`src/rtl/beam_pkg.sv`:
```
// Shared types for the beam timing generator.
package beam_pkg;

    // Per-cycle step information passed from the line counter to its users.
    typedef struct packed {
        logic line_wrap;   // this cycle is the last of the line
        logic frame_wrap;  // this cycle is the last of the frame
        logic next_short;  // the line that follows is the shortened one
    } beam_step_t;

endpackage

```
`src/rtl/beam_hcount.sv`:
```
// Horizontal counter in master cycles.
// Assumes: short_line is stable for the whole line (it comes from line-rate state).
module beam_hcount #(
    parameter int HC_W     = 11,
    parameter int LINE_CYC = 1364,
    parameter int DOT_CYC  = 4
) (
    input  logic            clk,
    input  logic            rst_n,
    input  logic            short_line,
    output logic [HC_W-1:0] hc,
    output logic            line_wrap
);
    localparam logic [HC_W-1:0] LAST_FULL  = HC_W'(LINE_CYC - 1);
    localparam logic [HC_W-1:0] LAST_SHORT = HC_W'(LINE_CYC - DOT_CYC - 1);

    // Last cycle of the current line, full or one dot short.
    always_comb begin
        line_wrap = (hc == (short_line ? LAST_SHORT : LAST_FULL));
    end

    // Count master cycles and wrap at the end of the line.
    always_ff @(posedge clk) begin
        if (!rst_n)         hc <= '0;
        else if (line_wrap) hc <= '0;
        else                hc <= hc + 1'b1;
    end
endmodule

```
`src/rtl/beam_vcount.sv`:
```
// Line counter, field bit and frame-length control.
// Assumes: line_wrap is high for one cycle at the end of every line. The
// interlace request is latched only at the frame wrap.
module beam_vcount
    import beam_pkg::*;
#(
    parameter int VC_W        = 9,
    parameter int FRAME_LINES = 262,
    parameter int SHORT_LINE  = 240
) (
    input  logic            clk,
    input  logic            rst_n,
    input  logic            line_wrap,
    input  logic            interlace_en,
    output logic [VC_W-1:0] vc,
    output logic [VC_W-1:0] vc_next,
    output logic            field,
    output logic            short_line,
    output beam_step_t      step
);
    localparam logic [VC_W-1:0] LINES_P = VC_W'(FRAME_LINES);
    localparam logic [VC_W-1:0] LINES_I = VC_W'(FRAME_LINES + 1);
    localparam logic [VC_W-1:0] SHORT_V = VC_W'(SHORT_LINE);

    logic            il_q;
    logic [VC_W-1:0] frame_max;
    logic [VC_W-1:0] vc_inc;
    logic            frame_end;

    // Next line number and frame-end detection.
    always_comb begin
        vc_inc     = vc + 1'b1;
        frame_end  = (vc_inc == frame_max);
        vc_next    = frame_end ? '0 : vc_inc;
        short_line = (vc == SHORT_V) && !il_q && field;
        step.line_wrap  = line_wrap;
        step.frame_wrap = line_wrap && frame_end;
        step.next_short = !frame_end && (vc_inc == SHORT_V) && !il_q && field;
    end

    // Advance lines. At frame wrap: toggle field, latch mode, set next length.
    always_ff @(posedge clk) begin
        if (!rst_n) begin
            vc        <= '0;
            field     <= 1'b0;
            il_q      <= 1'b0;
            frame_max <= LINES_P;
        end else if (line_wrap) begin
            vc <= vc_next;
            if (frame_end) begin
                field     <= ~field;
                il_q      <= interlace_en;
                frame_max <= (interlace_en && field) ? LINES_I : LINES_P;
            end
        end
    end
endmodule

```
`src/rtl/beam_events.sv`:
```
// Blank start pulse, clear-on-read status flag and delayed NMI request.
// Assumes: the blanking line is never line 0 and 1 <= NMI_DELAY < line length.
module beam_events
    import beam_pkg::*;
#(
    parameter int HC_W        = 11,
    parameter int VC_W        = 9,
    parameter int VBL_LINE    = 225,
    parameter int VBL_LINE_OS = 240,
    parameter int NMI_DELAY   = 12
) (
    input  logic            clk,
    input  logic            rst_n,
    input  beam_step_t      step,
    input  logic [VC_W-1:0] vc_next,
    input  logic [HC_W-1:0] hc,
    input  logic            overscan_sel,
    input  logic            nmi_en,
    input  logic            status_rd,
    output logic            vblank_start,
    output logic            status,
    output logic            nmi_req
);
    localparam logic [VC_W-1:0] VBL_V    = VC_W'(VBL_LINE);
    localparam logic [VC_W-1:0] VBL_V_OS = VC_W'(VBL_LINE_OS);
    localparam logic [HC_W-1:0] FIRE_HC  = HC_W'(NMI_DELAY - 1);

    logic vbl_hit;
    logic armed;
    logic fire;

    // The line about to begin is the first blanking line.
    always_comb begin
        vbl_hit = step.line_wrap && (vc_next == (overscan_sel ? VBL_V_OS : VBL_V));
        fire    = armed && (hc == FIRE_HC);
    end

    // One-cycle pulse aligned with horizontal 0 of the blanking line.
    always_ff @(posedge clk) begin
        if (!rst_n) vblank_start <= 1'b0;
        else        vblank_start <= vbl_hit;
    end

    // Status flag: wrap clears, blank start sets, a read clears.
    always_ff @(posedge clk) begin
        if (!rst_n)               status <= 1'b0;
        else if (step.frame_wrap) status <= 1'b0;
        else if (vbl_hit)         status <= 1'b1;
        else if (status_rd)       status <= 1'b0;
    end

    // Arm the NMI at blank start when enabled; disarm once it fires.
    always_ff @(posedge clk) begin
        if (!rst_n)               armed <= 1'b0;
        else if (step.frame_wrap) armed <= 1'b0;
        else if (vbl_hit)         armed <= nmi_en;
        else if (fire)            armed <= 1'b0;
    end

    // NMI request level, held until the frame wraps.
    always_ff @(posedge clk) begin
        if (!rst_n)               nmi_req <= 1'b0;
        else if (step.frame_wrap) nmi_req <= 1'b0;
        else if (fire)            nmi_req <= 1'b1;
    end
endmodule

```
`src/rtl/beam_refresh.sv`:
```
// Per-line memory refresh slot and busy window.
// Assumes: slot + REFRESH_LEN fits within the shortest line.
module beam_refresh
    import beam_pkg::*;
#(
    parameter int HC_W        = 11,
    parameter int DOT_CYC     = 4,
    parameter int REFRESH_POS = 538,
    parameter int REFRESH_LEN = 40
) (
    input  logic            clk,
    input  logic            rst_n,
    input  beam_step_t      step,
    input  logic [HC_W-1:0] hc,
    input  logic            rev2_sel,
    output logic [HC_W-1:0] slot,
    output logic            busy
);
    localparam logic [HC_W-1:0] POS_LATE  = HC_W'(REFRESH_POS);
    localparam logic [HC_W-1:0] POS_EARLY = HC_W'(REFRESH_POS - DOT_CYC);
    localparam logic [HC_W:0]   LEN_W     = (HC_W+1)'(REFRESH_LEN);

    logic          alt;
    logic [HC_W:0] slot_end;

    // Alternate phase flips at each line start except entry to the short line.
    always_ff @(posedge clk) begin
        if (!rst_n)                                alt <= 1'b0;
        else if (step.line_wrap && !step.next_short) alt <= ~alt;
    end

    // Slot choice and busy window.
    always_comb begin
        slot     = (rev2_sel && alt) ? POS_EARLY : POS_LATE;
        slot_end = {1'b0, slot} + LEN_W;
        busy     = (hc >= slot) && ({1'b0, hc} < slot_end);
    end
endmodule

```
`src/rtl/beam_timing_gen.sv`:
```
// Top of the beam timing generator. One clock is one master cycle.
// Assumes: all control inputs are synchronous to clk.
module beam_timing_gen
    import beam_pkg::*;
#(
    parameter int DOT_CYC     = 4,
    parameter int LINE_DOTS   = 341,
    parameter int FRAME_LINES = 262,
    parameter int SHORT_LINE  = 240,
    parameter int VBL_LINE    = 225,
    parameter int VBL_LINE_OS = 240,
    parameter int NMI_DELAY   = 12,
    parameter int REFRESH_POS = 538,
    parameter int REFRESH_LEN = 40,
    localparam int LINE_CYC   = DOT_CYC * LINE_DOTS,
    localparam int HC_W       = $clog2(LINE_CYC),
    localparam int VC_W       = $clog2(FRAME_LINES + 2)
) (
    input  logic            clk,
    input  logic            rst_n,
    input  logic            interlace_en,
    input  logic            overscan_sel,
    input  logic            nmi_en,
    input  logic            rev2_sel,
    input  logic            status_rd,
    output logic [HC_W-1:0] hcount_o,
    output logic [VC_W-1:0] vcount_o,
    output logic            field_o,
    output logic            vblank_start_o,
    output logic            status_o,
    output logic            nmi_req_o,
    output logic [HC_W-1:0] refresh_slot_o,
    output logic            refresh_busy_o
);
    logic            short_line;
    logic            line_wrap;
    logic [VC_W-1:0] vc_next;
    beam_step_t      step;

    beam_hcount #(.HC_W(HC_W), .LINE_CYC(LINE_CYC), .DOT_CYC(DOT_CYC)) u_h (
        .clk(clk), .rst_n(rst_n), .short_line(short_line),
        .hc(hcount_o), .line_wrap(line_wrap)
    );

    beam_vcount #(.VC_W(VC_W), .FRAME_LINES(FRAME_LINES), .SHORT_LINE(SHORT_LINE)) u_v (
        .clk(clk), .rst_n(rst_n), .line_wrap(line_wrap), .interlace_en(interlace_en),
        .vc(vcount_o), .vc_next(vc_next), .field(field_o),
        .short_line(short_line), .step(step)
    );

    beam_events #(.HC_W(HC_W), .VC_W(VC_W), .VBL_LINE(VBL_LINE),
                  .VBL_LINE_OS(VBL_LINE_OS), .NMI_DELAY(NMI_DELAY)) u_ev (
        .clk(clk), .rst_n(rst_n), .step(step), .vc_next(vc_next), .hc(hcount_o),
        .overscan_sel(overscan_sel), .nmi_en(nmi_en), .status_rd(status_rd),
        .vblank_start(vblank_start_o), .status(status_o), .nmi_req(nmi_req_o)
    );

    beam_refresh #(.HC_W(HC_W), .DOT_CYC(DOT_CYC), .REFRESH_POS(REFRESH_POS),
                   .REFRESH_LEN(REFRESH_LEN)) u_rf (
        .clk(clk), .rst_n(rst_n), .step(step), .hc(hcount_o), .rev2_sel(rev2_sel),
        .slot(refresh_slot_o), .busy(refresh_busy_o)
    );
endmodule

```
`config.mk`:
```
export PLATFORM = sky130hd
export DESIGN_NAME = beam_timing_gen
export DESIGN_NICKNAME = d
export VERILOG_FILES = /design/src/rtl/beam_pkg.sv /design/src/rtl/beam_hcount.sv /design/src/rtl/beam_vcount.sv /design/src/rtl/beam_events.sv /design/src/rtl/beam_refresh.sv /design/src/rtl/beam_timing_gen.sv
export SDC_FILE = /design/constraint.sdc
export NUM_CORES = 1
export LEC_CHECK = 0
export BUFFER_PORTS_ARGS = -buffer_cell sky130_fd_sc_hd__clkbuf_2
export CORE_ASPECT_RATIO = 0.8
export CORE_MARGIN = 3
export CORE_UTILIZATION = 53
export CTS_CLUSTER_DIAMETER = 200
export CTS_CLUSTER_SIZE = 10
export DETAILED_ROUTE_END_ITERATION = 7
export PLACE_DENSITY = 0.79
export SETUP_SLACK_MARGIN = 0.4
export SYNTH_ARGS = -nofsm -noshare
export SYNTH_HDL_FRONTEND = slang
export SYNTH_SLANG_ARGS = --single-unit
```
`constraint.sdc`:
```
create_clock -name clk -period 2.82 [get_ports clk]
set_clock_uncertainty 0.05 [all_clocks]
set_input_delay 0.141 -clock clk [delete_from_list [all_inputs] [get_ports clk]]
set_output_delay 0.141 -clock clk [all_outputs]
set_load 0.02 [all_outputs]
```
==> run summary, run 1 <==
Core area = 3176 sq um
Finished Layout Cells = 286
FP Rows = 18
Synth-to-Final Area Change = 20.28%
Critical setup path kind = register to register
Largest net degree at the start of global routing = 16
Critical R2R Capture = u_v.vc[1]
GRT Overall Usage = 0.1976
Final instance area = 2182 sq um
Tmin final = 2.323 ns
Compound-Gate Fraction of Synth Area = 0.1455
Crit start category = register
# placed instances = 274
Final Max Tran Viols = 0
Initial Util = 0.5713
Initial antenna violation count = 0
EDFF count, synth = 0
Mapped cell area = 1814 sq um
P per Cell Area = 321.9 nW/um^2
WP buf/inv = 1
Final hold slack = 0.06712 ns
Data arrival time of the critical path = 2.42 ns
Synth Register Bits = 28
Min-delay worst type = input port to register
RSZ-0062 raised after global routing = no
Static Leakage = 0.9414 nW
Gpl congestion = 0.8567
Synth warn = 0
Async S/R FF share, synth = 0
Hold Path End = u_v.il_q
Number of DRC markers in iteration 0 = 147
DR DRC count = 0
Cell count after synthesis = 212
Adder-cell area share of the yosys netlist = 0.07586
Vias in the first global route = 1408
TritonCTS clock tree = yes
Seq/Total Area, Yosys = 0.3090
CTS buffer count = 3
Outcome = completed
DRT Wirelength = 4109 um
Worst r2r path cells = 7
Die span in y = 58.33 um
Clk_lat worst skew = 0.27 ns
Worst slew pin tran = 0.5112 ns
Simple-gate share of the synthesized area = 0.2745
# fillers = 254
Fin crit share = 0.8236
Via density = 5.594
Commonest non-fill, non-tap cell in the layout = clkbuf_2
Die X = 71.42 um
Final #Nets = 265
Clock buffer depth = 2
Post-DP HPWL = 2804 um
Delay-heaviest family, CP = compound AO/OA/AOI/OAI gates
Peak supply drop = 0.0002975 V
WL/cell = 14.37 um
Worst r2r src = u_v.vc[3]
Dpl ws = 0.2862 ns
Hold Crit Start = interlace_en
Most frequent cells in the layout = 33 x clkbuf_2, 24 x nor2_1, 21 x dfxtp_1
Largest fanout on the critical path = 10
F_max = 0.4306 GHz
Synth Flop Type = dfxtp_1
Worst setup EP type = register
Yosys cell types = 51
Worst path max stage delay = 0.56 ns
Slew headroom = 0.6588
R2R Setup Slk = 0.50 ns
Final Hold Viols = 0
Worst-path clk slew = 0.09 ns
Post-Place Cell Area = 1962 sq um
CTS root buffer = clkbuf_8
Setup TNS Final = 0 ns
Slowest-stage cell, CP = dfxtp_1
Hold path cells = 3
ANT nets after route = 0
First-pass GRT wire length = 6541 um
# clock sinks = 28
Setup violators final = 0
Share of cells above drive strength 1 = 0.3130
First drt pass iteration count = 4
Die ar. = 4166 sq um
Top Ports = 43
IO Port Bufs = 33
Syn Area/Cell = 8.558 sq um
Via count = 1600
Post-synthesis mux area share = 0.01655
Worst path cell trace = and4_1 -> o2111ai_2 -> a2111oi_4 -> buf_4 -> a21oi_1 -> a22oi_1 -> nor2_1
Largest family of logic cells by synthesized area = simple AND/OR/NAND/NOR gates
CP required = 2.92 ns
Diodes inserted = 0
Max-cap violations = 0
Final worst slack = 0.4974 ns
Total congestion overflow = 0
Synth Area in XOR/XNOR = 0.08690
H-tree Lvls = 1
[worst min-delay path, cell delays in order]
cell,delay (ns)
clkbuf_2,0.08
mux2i_1,0.05
nor2_1,0.08
[what timing repair did]
item | CTS | global route
resized for setup | 9 | 18
setup buffers | 3 | 5
setup endpoints to repair | 9 | 15
pin swaps | 2 | 6
hold buffers | 0 | 0
[power breakdown]
group	total, mW	internal, mW	switching (mW)
registers	0.405	0.396	0.00883
logic	0.0519	0.0176	0.0343
clock network	0.245	0.125	0.120
[synthesized netlist by cell type, types with 2 or more instances]
| master | n | area, sq um |
|---|---|---|
| nand3_1 | 9 | 45.04 |
| nand3b_1 | 3 | 22.52 |
| conb_1 | 2 | 7.510 |
| nor2_1 | 24 | 90.09 |
| o21ai_0 | 7 | 35.03 |
| and4b_1 | 2 | 20.02 |
| or3_1 | 4 | 25.02 |
| xor2_1 | 12 | 105.1 |
| a21oi_1 | 12 | 60.06 |
| o21a_1 | 2 | 15.01 |
| a2111oi_2 | 2 | 30.03 |
| ha_1 | 11 | 137.6 |
| nor3_1 | 6 | 30.03 |
| dfxtp_1 | 28 | 560.5 |
| mux2i_1 | 3 | 30.03 |
| nor3b_1 | 4 | 30.03 |
| and3_1 | 4 | 25.02 |
| nand2b_1 | 2 | 12.51 |
| and2_1 | 2 | 12.51 |
| nand2_1 | 9 | 33.78 |
| nand4_1 | 7 | 43.79 |
| buf_4 | 10 | 75.07 |
| clkbuf_1 | 2 | 7.510 |
| inv_1 | 8 | 30.03 |
| xnor2_1 | 6 | 52.55 |
| buf_2 | 6 | 30.03 |
[per-layer routing]
layer | vias up | wire [um] | track usage
li1 | 792 | - | -
met1 | 756 | 2043 | 0.2892
met2 | 50 | 1796 | 0.2932
met3 | 2 | 246 | 0.05119
met4 | 0 | 22 | 0.04290
met5 | - | 0 | 0
[worst max-delay path by stage]
stage,startpoint,end,slack (ns),cells past startpoint
CTS,u_v.vc[0],u_ev.armed,0.41,7
detailed placement,u_v.vc[1],u_ev.armed,0.29,7
finish,u_v.vc[3],u_v.vc[1],0.50,7
global placement,u_v.vc[1],u_ev.armed,0.39,7
floorplan,u_v.vc[1],u_ev.armed,0.41,8
global route,u_v.vc[1],u_v.vc[1],0.38,9
[stage by stage]
step	util	power, mW
after floorplan	-	0.4579
after global placement	0.6178	0.4627
after detailed placement	0.6178	0.4628
after CTS	0.6513	0.7116
after global routing	0.6872	0.7306
final	0.6872	0.7025
[area by class of cell]
| type | instances | area [sq um] | area share |
|---|---|---|---|
| Sequential cell | 28 | 576.8 | 0.2643 |
| Inverter | 8 | 30.03 | 0.01376 |
| Multi-Input combinational cell | 163 | 1230 | 0.5636 |
| Timing Repair Buffer | 43 | 240.2 | 0.1101 |
| Clock buffer | 4 | 55.05 | 0.02523 |
| Tap cell | 40 | 50.05 | 0.02294 |
[cells by family after synthesis]
logic type                 count (synthesis)
and+or+nand+nor                           86
AOI/OAI and AO/OA                         36
DFF                                       28
buffers and inverters                     28
xor gates and xnor gates                  18
adders and majority gates                 11
muxes                                      3
other                                      2
[registers in the layout (all words and copies together), names as in the netlist]
name               flops
u_v.frame_max          1
u_ev.status            1
u_ev.armed             1
u_h.hc                11
u_ev.vblank_start      1
u_v.field              1
u_rf.alt               1
u_v.il_q               1
u_v.vc                 9
u_ev.nmi_req           1
Power figures use the tool's default switching activity.
==> run 2, diff against run 1 <==
Clock period 2.82 ns to 2.4 ns, I/O delays scaled along.
==> run 2 against run 1 <==
Design area up 23%. Worst setup slack worse by 0.43 ns. Die area unchanged. Non-clock buffer count up 26. Routed wire length up 46%. Power up 24%. Count of clock-buffer cells in the layout unchanged. Global-route usage up 6.2 points. Sequential power up 16%. Worst hold slack worse by 0.037 ns. First-iteration DRC count up 79%.
==> run summary, run 2 (synthesized netlist as in run 1, its figures left out) <==
Hold Crit Start = nmi_en
DR DRC count = 0 (unchanged)
First drt pass iteration count = 6 (+2)
Largest fanout on the critical path = 5 (-5)
Share of cells above drive strength 1 = 0.4615 (+0.1485)
CTS buffer count = 3 (unchanged)
Number of DRC markers in iteration 0 = 263 (+79%)
Vias in the first global route = 1713 (+22%)
Die X = 71.42 um (unchanged)
Critical R2R Capture = u_ev.armed
First-pass GRT wire length = 8459 um (+29%)
Worst r2r src = u_v.vc[1]
Clk_lat worst skew = 0.29 ns (+0.02 ns)
Final instance area = 2675 sq um (+23%)
Gpl congestion = 0.8750 (+2.1%)
CTS root buffer = clkbuf_8
RSZ-0062 raised after global routing = yes
DRT Wirelength = 6014 um (+46%)
Comb pwr share = 0.115 (+0.041)
ANT nets after route = 0 (unchanged)
Largest net degree at the start of global routing = 16 (unchanged)
Most frequent cells in the layout = 32 x clkbuf_2, 28 x buf_4, 23 x dfxtp_1
P per Cell Area = 325.6 nW/um^2 (+1.1%)
Peak supply drop = 0.0003228 V (+8.5%)
Critical setup path kind = register to register
Via density = 6.163 (+10%)
Setup violators final = 0 (unchanged)
R2R Setup Slk = 0.07 ns (-0.43 ns)
Post-Place Cell Area = 2078 sq um (+5.9%)
Largest register by flop count = u_h.hc
IO Port Bufs = 33 (unchanged)
Initial Util = 0.5713 (unchanged)
F_max = 0.4291 GHz (-0.34%)
Sw frac = 0.2565 (+0.02388)
Slew headroom = 0.6372 (-0.02165)
Core area = 3176 sq um (unchanged)
Final Max Tran Viols = 0 (unchanged)
Total congestion overflow = 0 (unchanged)
TritonCTS clock tree = yes
Worst-path clk slew = 0.09 ns (about the same)
Clock group share of total power = 0.347 (-0.002)
Crit start category = register
Cell-internal power = 0.6475 mW (+20%)
Final #Nets = 292 (+10%)
Worst r2r path cells = 10 (+3)
Hold-fix buffers, CTS = 0 (unchanged)
Hold path cells = 3 (unchanged)
Clock buffer depth = 2 (unchanged)
Post-DP HPWL = 3255 um (+16%)
Tmin final = 2.330 ns (+0.007909 ns)
Worst slew pin tran = 0.5403 ns (+0.02916 ns)
Max-cap violations = 0 (unchanged)
Diodes inserted = 0 (unchanged)
Final Hold Viols = 0 (unchanged)
Setup TNS Final = 0 ns (unchanged)
# clock sinks = 28 (unchanged)
CP required = 2.52 ns (-0.40 ns)
Data arrival time of the critical path = 2.45 ns (+0.03 ns)
Final core occ = 0.8424 (+0.1552)
Fin crit share = 0.9710 (+0.1474)
Top Ports = 43 (unchanged)
WL/cell = 19.21 um (+34%)
Worst setup EP type = register
Synth-to-Final Area Change = 47.45%
Static Leakage = 1.133 nW (+20%)
Top flop regs = u_h.hc x11, u_v.vc x9
Initial antenna violation count = 0 (unchanged)
Hold Path End = u_ev.armed
Net Switching = 0.2234 mW (+37%)
Die ar. = 4166 sq um (unchanged)
H-tree Lvls = 1 (unchanged)
Min-delay worst type = input port to register
Commonest non-fill, non-tap cell in the layout = clkbuf_2
GRT Overall Usage = 0.2597 (+0.06212)
Seq pwr share = 0.538 (-0.039)
Via count = 1929 (+21%)
Die span in y = 58.33 um (unchanged)
Outcome = completed
Max reg flops = 11 (unchanged)
FP Rows = 18 (unchanged)
## run 2: cell types whose count changed in the layout (fill, tap and decap cells not counted), moves of 3 or more
cell	delta
o21ai_1	+3
buf_6	+8
o21ai_0	-4
nor2_4	+9
buf_4	+18
dfxtp_2	-3
nor2_1	-9
a21oi_1	-3
## run 2: worst max-delay path, cell delays in order, from the launching register on
cell and delay, ns:
dfxtp_4 0.39, buf_6 0.11, ha_4 0.19, nand3_4 0.12, nor3_1 0.20, buf_4 0.18
a2111oi_4 0.05, buf_4 0.18, a2111oi_4 0.40, o221ai_2 0.19, mux2i_1 0.14
## run 2: what timing repair did
action	4_1_cts	5_1_grt
gates cloned	1	1
resized for setup	43	41
endpoints found under the setup margin	29	29
pin swaps	24	27
buffers inserted	16	4
## run 2: final cells by class
class | count | area [sq um]
Tap cell | 40 | 50.05
Sequential cell | 28 | 576.8
Fill cell | 172 | 500.5
Clock buffer | 4 | 55.05
Inverter | 8 | 35.03
Multi-Input combinational cell | 164 | 1483
Timing Repair Buffer | 69 | 475.5
## run 2: per-layer routing
layer,up-vias,GRT usage,part of all wire
met3,32,0.06485,0.092
met1,917,0.3530,0.43
met5,-,0,0
met2,132,0.4058,0.45
li1,848,-,-
met4,0,0.08579,0.030
## run 2: per-stage QoR
stage / hold WS [ns] / setup slack (ns) / power, mW / std cells
after CTS: 0.02738 / 0.06507 / 0.8558 / 308
after global placement: 0.3143 / 0.1473 / 0.5497 / 287
after global routing: 0.04834 / 0.01129 / 0.8969 / 313
after detailed placement: 0.3227 / 0.04532 / 0.5502 / 287
final: 0.02970 / 0.06953 / 0.8709 / 313
after floorplan: 0.2102 / 0.1064 / 0.5369 / 219
## run 2: worst max-delay path by stage
stage / slack, ns / startpoint / endpoint
final: 0.07 / u_v.vc[1] / u_ev.armed
after global routing: 0.01 / u_rf.alt / refresh_busy_o
after CTS: 0.07 / u_rf.alt / refresh_busy_o
after detailed placement: 0.05 / u_v.vc[1] / u_ev.armed
after global placement: 0.15 / u_v.vc[1] / u_ev.armed
after floorplan: 0.11 / u_v.vc[0] / u_v.il_q
## run 2: power groups by stage
stage	clock network, mW	registers [mW]	logic [mW]
finish	0.302	0.469	0.100
global route	0.322	0.469	0.106
CTS	0.307	0.469	0.0796
detailed placement	0	0.481	0.0692
global placement	0	0.481	0.0686
floorplan	0	0.489	0.0481
==> run 3, diff against run 2 <==
Settings changed: CORE_MARGIN 3 to default, CORE_UTILIZATION 53 to 54, SYNTH_HIERARCHICAL from default to 1.
==> run 3 against run 2 <==
Non-clock buffer count up 14. Via count is 1.8% higher. First-iteration DRC count decreased by 57%. Final cell count increased by 7.0%. Clock power grew 9.6%. Sequential power about the same. Count of clock-buffer cells in the layout did not move. The run now ends with negative setup slack left.
==> run summary, run 3 <==
Most frequent cells in the layout = 43 x buf_4, 32 x clkbuf_2, 23 x dfxtp_1
Final worst slack = -0.2668 ns (-0.3364 ns)
Tmin final = 2.667 ns (+0.3364 ns)
H-tree Lvls = 1 (unchanged)
Worst setup EP type = register
Dpl ws = -0.3821 ns (-0.4274 ns)
Worst path cell trace = inv_2 -> ha_4 -> or4b_4 -> nor4_4 -> nand4b_1 -> a2111oi_4 -> buf_4 -> nor4bb_4 -> o211a_1 -> and2_1
ANT nets after route = 0 (unchanged)
Via density = 5.860 (-4.9%)
Crit path to = u_ev/vblank_start
Syn Area/Cell = 8.826 sq um (+3.1%)
Gpl congestion = 0.9240 (+5.6%)
WL/cell = 16.28 um (-15%)
# clock sinks = 28 (unchanged)
Async S/R FF share, synth = 0 (unchanged)
Die ar. = 3858 sq um (-7.4%)
First drt pass iteration count = 7 (+1)
WP buf/inv = 2 (-1)
R2R Setup Slk = -0.27 ns (-0.34 ns)
Post-DP HPWL = 3743 um (+15%)
Max reg flops = 11 (unchanged)
Crit start category = register
Vias in the first global route = 1877 (+9.6%)
Delay-heaviest family, CP = simple AND/OR/NAND/NOR gates
CTS root buffer = clkbuf_8
Final Max Tran Viols = 0 (unchanged)
Die X = 69.20 um (-3.1%)
Yosys cell types = 56 (+9.8%)
Share of the synthesized area in the top cell type = 0.2874 (-0.02160)
Fin crit share = 1.111 (+0.1402)
DR DRC count = 0 (unchanged)
Slowest-stage cell, CP = or4b_4
Data arrival time of the critical path = 2.84 ns (+0.39 ns)
CTS buffer count = 3 (unchanged)
Via count = 1963 (+1.8%)
Most common cell in the netlist = dfxtp_1
Diodes inserted = 0 (unchanged)
M1 WL = 2458 um (-4.8%)
Hold-fix buffers, CTS = 0 (unchanged)
Top Ports = 43 (unchanged)
Commonest non-fill, non-tap cell in the layout = buf_4
Top flop regs = u_h/hc x11, u_v/vc x9
Clk_lat worst skew = 0.27 ns (-0.02 ns)
F_max = 0.3750 GHz (-13%)
Seq/Total Area, Yosys = 0.2874 (-0.02160)
Worst r2r path cells = 10 (unchanged)
CP required = 2.57 ns (+0.05 ns)
EDFF count, synth = 0 (unchanged)
Total congestion overflow = 0 (unchanged)
Number of DRC markers in iteration 0 = 114 (-57%)
Post-Place Cell Area = 2401 sq um (+16%)
TritonCTS clock tree = yes
Core area = 3447 sq um (+8.6%)
RSZ-0062 raised after global routing = yes
Clock buffer depth = 2 (unchanged)
Mapped cell area = 1951 sq um (+7.5%)
Critical R2R Capture = u_ev/vblank_start
Synth-to-Final Area Change = 37.20%
IO Port Bufs = 33 (unchanged)
Static Leakage = 1.122 nW (-1.0%)
P per Cell Area = 328.7 nW/um^2 (+0.96%)
Share of cells above drive strength 1 = 0.4061 (-0.05540)
Setup violators final = 22 (+22)
Cell count after synthesis = 221 (+4.2%)
CP Launch Point = u_v/vc[0]
# fillers = 235 (+37%)
Wire length on met3 = 313 um (-43%)
Die span in y = 55.76 um (-4.4%)
Met2 wire len = 2622 um (-2.7%)
Initial antenna violation count = 0 (unchanged)
Failing checks = negative setup slack
Largest fanout on the critical path = 6 (+1)
Max-cap violations = 0 (unchanged)
Largest net degree at the start of global routing = 23 (+7)
Critical setup path kind = register to register
Post-synth top cells = 28 x dfxtp_1, 13 x nand2_1, 13 x xnor2_1
Synth warn = 6 (+6)
Final hold slack = 0.04162 ns (+0.01192 ns)
First-pass GRT wire length = 9170 um (+8.4%)
GRT Overall Usage = 0.2938 (+0.03413)
Peak supply drop = 0.0004377 V (+36%)
Outcome = finished, violations left
Final instance area = 2676 sq um (about the same)
FP Rows = 19 (+1)
Levels on crit path = 10 (unchanged)
DRT Wirelength = 5454 um (-9.3%)
Synth area leader = dfxtp_1
Uppermost layer routed = met4
Worst-path clk slew = 0.10 ns (about the same)
Initial Util = 0.5659 (-0.005436)
Worst r2r src = u_v/vc[0]
Min-delay worst type = input port to register
Synth Register Bits = 28 (unchanged)
Worst path max stage delay = 0.47 ns (+0.07 ns)
Largest register by flop count = u_h/hc
Final Hold Viols = 0 (unchanged)
Synth Flop Type = dfxtp_1
Ranking of synthesized cells by area = dfxtp_1 29%, xnor2_1 5.8%, buf_4 4.6%
Final #Nets = 308 (+5.5%)
run 3: cell count changes after synthesis, moves of 4 or more:
| cell | delta |
|---|---|
| a211oi_1 | +6 |
| a21oi_1 | -11 |
| ha_1 | -4 |
| nand2_1 | +4 |
| nand4b_1 | +4 |
| nor2_1 | -17 |
| o31ai_1 | +5 |
| xnor2_1 | +7 |
| xor2_1 | -8 |
run 3: timing repair:
| action | in CTS | in global routing |
|---|---|---|
| endpoints found under the hold margin | 0 | 0 |
| gates resized for setup | 21 | 10 |
| pin swaps | 12 | 1 |
| setup endpoints to repair | 29 | 29 |
| buffers inserted | 5 | 4 |
run 3: cells by family after synthesis:
group / count (synthesis) / synth area share
DFF: 28 / 0.2874
and+or+nand+nor: 93 / 0.2996
muxes: 3 / 0.01540
buffers and inverters: 30 / 0.09108
adders and majority gates: 7 / 0.04490
other: 2 / 0.003850
xor gates and xnor gates: 17 / 0.07633
AOI/OAI and AO/OA: 41 / 0.1815
run 3: layer usage:
metal | track usage | up-vias
met4 | 0.04373 | 0
li1 | - | 941
met2 | 0.4938 | 77
met3 | 0.05072 | 6
met1 | 0.4043 | 939
met5 | 0 | -
run 3: cell type report:
cell class / count / area, sq um / area share
multi-input combinational: 170 / 1376 / 0.5143
clock buffer: 4 / 66.31 / 0.02478
sequential: 28 / 571.8 / 0.2137
inverter: 8 / 30.03 / 0.01122
tap: 42 / 52.55 / 0.01964
timing repair buffer: 83 / 579.3 / 0.2165
run 3: how the worst min path moves through the flow:
stage / cells past startpoint / end / from
after global placement: 3 / u_v/il_q / interlace_en
final: 3 / u_v/il_q / interlace_en
after CTS: 3 / u_v/il_q / interlace_en
after detailed placement: 3 / u_v/il_q / interlace_en
after global routing: 3 / u_v/il_q / interlace_en
after floorplan: 1 / u_ev/vblank_start / rst_n
run 3: report_power, final:
group,total [mW],internal (mW),switching (mW)
sequential,0.469,0.466,0.00272
combinational,0.0798,0.0281,0.0517
clock,0.331,0.182,0.149
total,0.880,0.676,0.204
run 3: worst min-delay path, delay by kind of cell:
family                 cells  cell delay, ns
buffers and inverters      1            0.09
multiplexers               1            0.06
AND/OR/NAND/NOR            1            0.05
run 3: metrics by stage:
step | std cells | setup TNS, ns | power [mW] | utilization
2_1_floorplan | 228 | -6.165 | 0.5428 | -
3_3_place_gp | 322 | -3.050 | 0.5550 | 0.6966
3_5_place_dp | 322 | -4.358 | 0.5570 | 0.6966
4_1_cts | 331 | -2.722 | 0.8879 | 0.7554
5_1_grt | 335 | -7.033 | 0.9104 | 0.7764
6_report | 335 | -3.462 | 0.8796 | 0.7764
